<file path="config.mk">
export PLATFORM = sky130hd
export DESIGN_NAME = gpio_irq_port
export DESIGN_NICKNAME = d
export VERILOG_FILES = /design/src/rtl/gpio_irq_pkg.sv /design/src/rtl/gpio_sync.sv /design/src/rtl/gpio_pin_detect.sv /design/src/rtl/gpio_irq_port.sv
export SDC_FILE = /design/constraint.sdc
export NUM_CORES = 1
export LEC_CHECK = 0
export ABC_AREA = 1
export BUFFER_PORTS_ARGS = -buffer_cell sky130_fd_sc_hd__clkbuf_2
export CORE_MARGIN = 10
export CORE_UTILIZATION = 38
export DETAILED_ROUTE_END_ITERATION = 10
export SYNTH_ARGS = -nofsm -noshare
export SYNTH_HDL_FRONTEND = slang
export SYNTH_SLANG_ARGS = --single-unit
</file>
<file path="constraint.sdc">
create_clock -name clk -period 1.98 [get_ports clk]
set_input_delay 0.396 -clock clk [delete_from_list [all_inputs] [get_ports clk]]
set_output_delay 0.396 -clock clk [all_outputs]
set_load 0.02 [all_outputs]
</file>
<file path="src/rtl/gpio_irq_pkg.sv">
package gpio_irq_pkg;

    // Trigger codes per pin
    localparam logic [2:0] TRIG_FALL = 3'd0;
    localparam logic [2:0] TRIG_RISE = 3'd1;
    localparam logic [2:0] TRIG_LOW  = 3'd2;
    localparam logic [2:0] TRIG_HIGH = 3'd3;
    localparam logic [2:0] TRIG_BOTH = 3'd4;

    // Word addresses
    localparam int ADDR_ENABLE = 0;
    localparam int ADDR_STATUS = 1;
    localparam int ADDR_VIS    = 2;
    localparam int ADDR_CLEAR  = 3;
    localparam int ADDR_MSET   = 4;
    localparam int ADDR_MCLR   = 5;
    localparam int ADDR_DOUT   = 6;
    localparam int ADDR_DIN    = 7;
    localparam int ADDR_DIR    = 8;
    localparam int ADDR_TRIG_A = 9;
    localparam int ADDR_TRIG_B = 10;
    localparam int ADDR_RSVD   = 11;
    localparam int ADDR_SRST   = 12;

    localparam int PINS_PER_TRIG = 8;

    typedef enum logic {PORT_RUN, PORT_HELD} port_state_e;

endpackage

</file>
<file path="src/rtl/gpio_sync.sv">
module gpio_sync #(
    parameter int W = 16
) (
    input  logic         clk,
    input  logic         rst_n,
    input  logic [W-1:0] d,
    output logic [W-1:0] lvl,
    output logic [W-1:0] lvl_prev
);
    logic [W-1:0] meta_q;

    always_ff @(posedge clk or negedge rst_n) begin
        if (!rst_n) begin
            meta_q   <= '0;
            lvl      <= '0;
            lvl_prev <= '0;
        end else begin
            meta_q   <= d;
            lvl      <= meta_q;
            lvl_prev <= lvl;
        end
    end
endmodule

</file>
<file path="src/rtl/gpio_pin_detect.sv">
module gpio_pin_detect
    import gpio_irq_pkg::*;
(
    input  logic       lvl,
    input  logic       lvl_prev,
    input  logic [2:0] trig,
    output logic       hit
);
    always_comb begin
        case (trig)
            TRIG_FALL: hit = lvl_prev & ~lvl;
            TRIG_RISE: hit = ~lvl_prev & lvl;
            TRIG_LOW:  hit = ~lvl;
            TRIG_HIGH: hit = lvl;
            TRIG_BOTH: hit = lvl_prev ^ lvl;
            default:   hit = 1'b0;
        endcase
    end
endmodule

</file>
<file path="src/rtl/gpio_irq_port.sv">
module gpio_irq_port
    import gpio_irq_pkg::*;
#(
    parameter int NPINS = 16,
    parameter int DW    = 32,
    parameter int AW    = 4
) (
    input  logic             clk,
    input  logic             rst_n,
    input  logic             bus_sel,
    input  logic             bus_wr,
    input  logic [AW-1:0]    bus_addr,
    input  logic [DW-1:0]    bus_wdata,
    output logic [DW-1:0]    bus_rdata,
    input  logic [NPINS-1:0] pin_in,
    output logic [NPINS-1:0] pin_out,
    output logic [NPINS-1:0] pin_oe,
    output logic             irq
);
    localparam int NIB = 4;

    port_state_e st_q, st_d;
    logic        port_held;

    logic [NPINS-1:0] en_q, status_q, mask_q, dout_q, dir_q;
    logic [NPINS-1:0] lvl, lvl_prev, hit, vis;
    logic [2:0]       trig_q [NPINS];
    logic [DW-1:0]    trig_a_rd, trig_b_rd;

    logic wr_any;
    logic wr_en, wr_clr, wr_mset, wr_mclr, wr_dout, wr_dir, wr_ta, wr_tb, wr_srst;
    logic [NPINS-1:0] wbits, clr_bits, set_bits, unset_bits;

    assign wr_any  = bus_sel & bus_wr;
    assign wr_en   = wr_any && (bus_addr == AW'(ADDR_ENABLE));
    assign wr_clr  = wr_any && (bus_addr == AW'(ADDR_CLEAR));
    assign wr_mset = wr_any && (bus_addr == AW'(ADDR_MSET));
    assign wr_mclr = wr_any && (bus_addr == AW'(ADDR_MCLR));
    assign wr_dout = wr_any && (bus_addr == AW'(ADDR_DOUT));
    assign wr_dir  = wr_any && (bus_addr == AW'(ADDR_DIR));
    assign wr_ta   = wr_any && (bus_addr == AW'(ADDR_TRIG_A));
    assign wr_tb   = wr_any && (bus_addr == AW'(ADDR_TRIG_B));
    assign wr_srst = wr_any && (bus_addr == AW'(ADDR_SRST));

    assign wbits      = bus_wdata[NPINS-1:0];
    assign clr_bits   = wr_clr  ? wbits : '0;
    assign set_bits   = wr_mset ? wbits : '0;
    assign unset_bits = wr_mclr ? wbits : '0;

    // Reset-control state machine: state register
    always_ff @(posedge clk or negedge rst_n) begin
        if (!rst_n) st_q <= PORT_RUN;
        else        st_q <= st_d;
    end

    // Next state
    always_comb begin
        st_d = st_q;
        unique case (st_q)
            PORT_RUN:  if (wr_srst &&  bus_wdata[0]) st_d = PORT_HELD;
            PORT_HELD: if (wr_srst && !bus_wdata[0]) st_d = PORT_RUN;
        endcase
    end

    // Outputs of the state machine
    always_comb port_held = (st_q == PORT_HELD);

    gpio_sync #(.W(NPINS)) u_sync (
        .clk      (clk),
        .rst_n    (rst_n),
        .d        (pin_in),
        .lvl      (lvl),
        .lvl_prev (lvl_prev)
    );

    // Per-pin trigger storage and detection
    for (genvar i = 0; i < NPINS; i++) begin : g_pin
        localparam int  K  = i % PINS_PER_TRIG;
        localparam bit  HI = (i >= PINS_PER_TRIG);
        logic wr_mine;
        assign wr_mine = HI ? wr_tb : wr_ta;

        always_ff @(posedge clk or negedge rst_n) begin
            if (!rst_n)         trig_q[i] <= TRIG_FALL;
            else if (port_held) trig_q[i] <= TRIG_FALL;
            else if (wr_mine)   trig_q[i] <= bus_wdata[NIB*K +: 3];
        end

        gpio_pin_detect u_det (
            .lvl      (lvl[i]),
            .lvl_prev (lvl_prev[i]),
            .trig     (trig_q[i]),
            .hit      (hit[i])
        );
    end

    // Port registers
    always_ff @(posedge clk or negedge rst_n) begin
        if (!rst_n) begin
            en_q <= '0; status_q <= '0; mask_q <= '0; dout_q <= '0; dir_q <= '0;
        end else if (port_held) begin
            en_q <= '0; status_q <= '0; mask_q <= '0; dout_q <= '0; dir_q <= '0;
        end else begin
            if (wr_en)   en_q   <= wbits;
            if (wr_dout) dout_q <= wbits;
            if (wr_dir)  dir_q  <= wbits;
            mask_q   <= (mask_q | set_bits) & ~unset_bits;
            status_q <= (status_q & ~clr_bits) | (hit & en_q);
        end
    end

    // Packed trigger read-back
    always_comb begin
        trig_a_rd = '0;
        trig_b_rd = '0;
        for (int i = 0; i < NPINS; i++) begin
            if (i < PINS_PER_TRIG)
                trig_a_rd[NIB*i +: NIB] = {1'b0, trig_q[i]};
            else
                trig_b_rd[NIB*(i-PINS_PER_TRIG) +: NIB] = {1'b0, trig_q[i]};
        end
    end

    assign vis     = status_q & ~mask_q;
    assign irq     = |vis;
    assign pin_oe  = dir_q;
    assign pin_out = dout_q & dir_q;

    always_comb begin
        bus_rdata = '0;
        case (bus_addr)
            AW'(ADDR_ENABLE): bus_rdata[NPINS-1:0] = en_q;
            AW'(ADDR_STATUS): bus_rdata[NPINS-1:0] = status_q;
            AW'(ADDR_VIS):    bus_rdata[NPINS-1:0] = vis;
            AW'(ADDR_MSET):   bus_rdata[NPINS-1:0] = mask_q;
            AW'(ADDR_DOUT):   bus_rdata[NPINS-1:0] = dout_q;
            AW'(ADDR_DIN):    bus_rdata[NPINS-1:0] = lvl;
            AW'(ADDR_DIR):    bus_rdata[NPINS-1:0] = dir_q;
            AW'(ADDR_TRIG_A): bus_rdata = trig_a_rd;
            AW'(ADDR_TRIG_B): bus_rdata = trig_b_rd;
            AW'(ADDR_SRST):   bus_rdata[0] = port_held;
            default:          bus_rdata = '0;
        endcase
    end
endmodule

</file>
After elaboration in Yosys (flattened, before gate mapping)
Cells that the tools add are included.

word-level totals
  word-level logic and storage cells = 292
  flip-flop bits (word level) = 177
  bits of input ports = 56

cells by class
  multiplexer cells = 65
  bitwise logic cells = 92
  reductions and logical operators = 35
  eq/ne operators = 75

operator list
  cell                count
  $mux 16             11
  $pmux 15 s9         1
  $eq 3x2->1 const B  32
  $mux 3              32
  $and 16x16->16      5
  $pmux 1 s5          16
  $eq 3x1->1 const B  16
  $eq 3x3->1 const B  16
  $logic_not 3->1     16
  $not 16->16         3
  $and 1x1->1         33
  $not 1->1           33
  $or 16x16->16       2
  $pmux 15 s2         1
  $eq 4x3->1 const B  4
  $eq 4x4->1 const B  4
  $reduce_or 16->1    1
  $xor 1x1->1         16
  $logic_and 1x1->1   11
  $pmux 1 s10         1
  $reduce_bool 2->1   5
  $eq 4x2->1 const B  2
  $eq 4x1->1 const B  1
  $logic_not 4->1     1
  3 further kinds     4

Logic depth before layout (Yosys ltp)
  depth in word-level cells = 7
  depth in mapped cells = 10

By module
From an unflattened synthesis, not the netlist that was laid out.

second synthesis, totals
  cells, all modules = 1416
  area total of the unflattened synthesis = 10094.7 sq um

modules (own cells, without submodules)
  module           cells each  instances  area an instance (sq um)  seq. area each (sq um)
  gpio_irq_port    1048        1          7352.1                    3228.1
  gpio_pin_detect  20          16         96.3                      0.0
  gpio_sync        48          1          1201.2                    1201.2

Worst setup path after synthesis
No wires, ideal clock.

  path kind = input to output
  from = in bus_addr[3]
  to = out bus_rdata[11]
  buffers on the path = 1
  stages = 8
  arrival = 1352 ps
  slack = 232 ps
  cells stage by stage = inv_2 nand2_1 inv_2 nand2_1 buf_2 o22ai_1 a21oi_1 nand3_1

on the way
  cells in the longest elaborated chain, start to end = 2

ends and longest elaborated chain
  what                                      line                  RTL
  start: declaration                        gpio_irq_port.sv:12   input logic [AW-1:0] bus_addr,
  $eq 4x4->1, or another cell as far along  gpio_irq_port.sv:131  case (bus_addr)
  $pmux 15 s9 (*)                           gpio_irq_port.sv:131
  end: declaration                          gpio_irq_port.sv:14   output logic [DW-1:0] bus_rdata,

Mark *: on every way between the ends. The rest lies on a longest branch, timed or not.

Worst setup path after layout
  from = reg mask_q[7]
  to = out irq

on the way
  cells in the longest elaborated chain, start to end = 3

ends and longest elaborated chain
  what                      line                  RTL
  start: declaration        gpio_irq_port.sv:25   logic [NPINS-1:0] en_q, status_q, mask_q, dout_q, dir_q;
  start signal: assignment  gpio_irq_port.sv:107  mask_q <= (mask_q | set_bits) & ~unset_bits;
  $not 16->16               gpio_irq_port.sv:124  assign vis = status_q & ~mask_q;
  $and 16x16->16            gpio_irq_port.sv:124
  $reduce_or 16->1          gpio_irq_port.sv:125  assign irq = |vis;
  end: declaration          gpio_irq_port.sv:18   output logic irq

Every way passes these cells.

==> out/qor.yml <==
synth_cell_types: 25
antenna_found_initial: 0
post-place-cells: 1645
grt_max_degree: 51
combPwrFrac_pct: 30.5
fp.coreArea_sq_um: 23500
synth_area_per_cell_sq_um: 7.71
start_kind: "flip-flop"
synth_seq_cells: 177
leakage_nw: 6.05
cts_buffers: 17
cp-end-kind: "output pin"
portBuffers: 112
critical_path_class: "reg2out"
path_cells: "inv_1, nand2_1, o21ai_1, nor4_2, nand2_1, clkbuf_8"
clk_pin_slew_worst_paths_ns: 0.07
layout_common_cells: "nand2_1, inv_1, dfrtp_1"
diodes: 0
drtAntennaViolNets: 0
place.gp.congestion: 0.973
hold_path_class: "in2reg"
final_nets: 1453
violations: "negative setup slack"
relSlewSlack_pct: 64.1
insertion_delay_ns: 0.44
htree_levels: 4
setup_viol: 7
start_util_pct: 38.8
p_sw_mw: 4.26
worst_r2r_path_depth: 10
die_w_um: 175
syn_inst: 1184
clock_skew_ns: 0.00649
clockPowerShare_pct: 29.4
drc_errors: 0
clockBufferDepth: 2
post-route-min-period_ns: 2.03
cts_tree: "yes"
rows: 56
drv_cap: 0
cp.required_ns: 1.58
ios: 121
cpMaxStageDelayCell: "dfrtp_1"
finalWirelength_um: 28900
cpPeakStageDelay_ns: 0.35
wl_per_cell_um: 17.0
rsz0062_at_grt: "true"
p_per_area_nw_per_um2: 983
slew_violations: 0
grt_usage_pct: 18.5
viasPerCell: 4.96
syn_area_sq_um: 9130
stdcell_count: 1696
ir_drop_uv: 471
cp_common_cell: "nand2_1"
arrival_ns: 1.63
hpwl_um: 21100
final_common_cell: "nand2_1"
max_freq_mhz: 493
grt_overflow: 0
status: "finished, violations left"
dr.pass1.iters: 5
p_int_mw: 7.54
tightest_slew_ns: 0.536
dr.first_iter.drc_count: 676
grt_pass1_wl_um: 44700
clockRootBuffer: "clkbuf_16"
holdWs_ns: 0.0602
timing.final.ws_setup_ns: -0.0493
path_max_fanout: 2
ys_warn_count: 0
seqPwrFrac_pct: 40.1
drive_gt1_share_pct: 24.0
ys_seq_area_share_pct: 48.5
synthToLayoutAreaGrowth_pct: 31.6
dieArea_sq_um: 30600
final_hold_viol_count: 0
min_delay_path_depth: 1
cts.sinks: 177
period_share_pct: 102
die_h_um: 175
switching_share_pct: 36.1
grt_pass1_vias: 8347
routed-via-count: 8415
[flip-flops by register name, indices dropped and copies added, names as in the netlist, named ones only]
name             count
dout_q              16
en_q                16
mask_q              16
pin_oe              16
status_q            16
trig_a_rd           24
trig_b_rd           24
u_sync.lvl          16
u_sync.lvl_prev     16
u_sync.meta_q       16
[cell type report]
type	instances	area [sq um]
clock buffer	23	468
clock inverter	8	128
fill	2280	11500
inverter	205	792
multi-input combinational	769	4140
sequential	177	4430
tap	319	399
timing repair buffer	195	1650
[power by group through the flow]
stage	Sequential [mW]	Clock [mW]	Combinational (mW)
CTS	4.71	3.53	3.42
finish	4.73	3.47	3.60
global route	4.82	3.68	3.99
global placement	4.75	0	3.19
detailed placement	4.77	0	3.24
floorplan	4.74	0	2.01
[critical path, delay by kind of cell, from the launching register on]
kind / cells / cell delay [ns]
buf+inv: 2 / 0.25
flops: 1 / 0.35
compound gates: 1 / 0.11
simple gates: 3 / 0.48
[Yosys cell counts]
master	instances	area (sq um)
buf_4	11	82.6
inv_2	17	63.8
inv_1	188	706
nand3b_1	1	7.51
nand2_1	326	1220
o21ai_1	62	310
nor3_1	1	5.00
nand2_4	1	11.3
o21ai_0	67	335
nand2_2	8	50.1
nor4_1	2	12.5
nand4_1	4	25.0
dfrtp_1	177	4430
o21ai_2	8	70.1
o22ai_1	43	269
conb_1	1	3.75
buf_6	2	22.5
nor2_1	74	278
nor2_2	2	12.5
nand3_1	84	420
clkbuf_1	12	45.0
nor2_4	6	67.6
ha_1	32	400
a21oi_1	43	215
buf_2	12	60.1
[layer usage]
metal	track usage (%)	vias up	part of all wire (%)
met4	4.49	0	1.5
met3	4.23	36	6.9
li1	-	4120	-
met2	29.6	272	46
met1	24.8	3987	45
met5	0	-	0
[stage by stage]
step	instance area, sq um	setup slack (ns)	TNS [ns]	utilization (%)	total power [mW]
floorplan	9140	0.232	0	-	6.75
global placement	10500	-0.126	-1.56	44.7	7.95
detailed placement	10500	-0.166	-1.92	44.7	8.01
CTS	11500	-0.0554	-0.279	48.7	11.7
global route	12000	-0.0856	-0.975	51.0	12.5
finish	12000	-0.0493	-0.127	51.0	11.8
[path summary, 6_finish.rpt]
kind	from	endpoint	slack (ns)
worst min-delay path	pin_in[0]	u_sync.meta_q[0]	0.06
worst min register to register	u_sync.meta_q[15]	u_sync.lvl[15]	0.35
worst max register to register	u_sync.lvl[9]	status_q[9]	0.52
min in group asynchronous	rst_n	u_sync.lvl[10]	0.49
max in group asynchronous	rst_n	trig_a_rd[29]	0.90
worst max-delay path	mask_q[7]	irq	-0.05
[kinds of logic after synthesis]
family          share of synthesized area, %
simple gates                            23.2
buf+inv                                 10.7
other cells                           0.0411
compound gates                          13.1
fa+ha+maj                               4.39
flops                                   48.5
[what timing repair did]
| action | CTS | global route |
|---|---|---|
| gates resized for setup | 70 | 134 |
| hold endpoints to repair | 44 | 0 |
| hold buffers | 1 | 0 |
| gates cloned | 0 | 1 |
| endpoints found under the setup margin | 29 | 27 |
| pin swaps | 18 | 40 |
| setup buffers | 7 | 11 |
No activity file was read; power rests on OpenSTA's default activity.
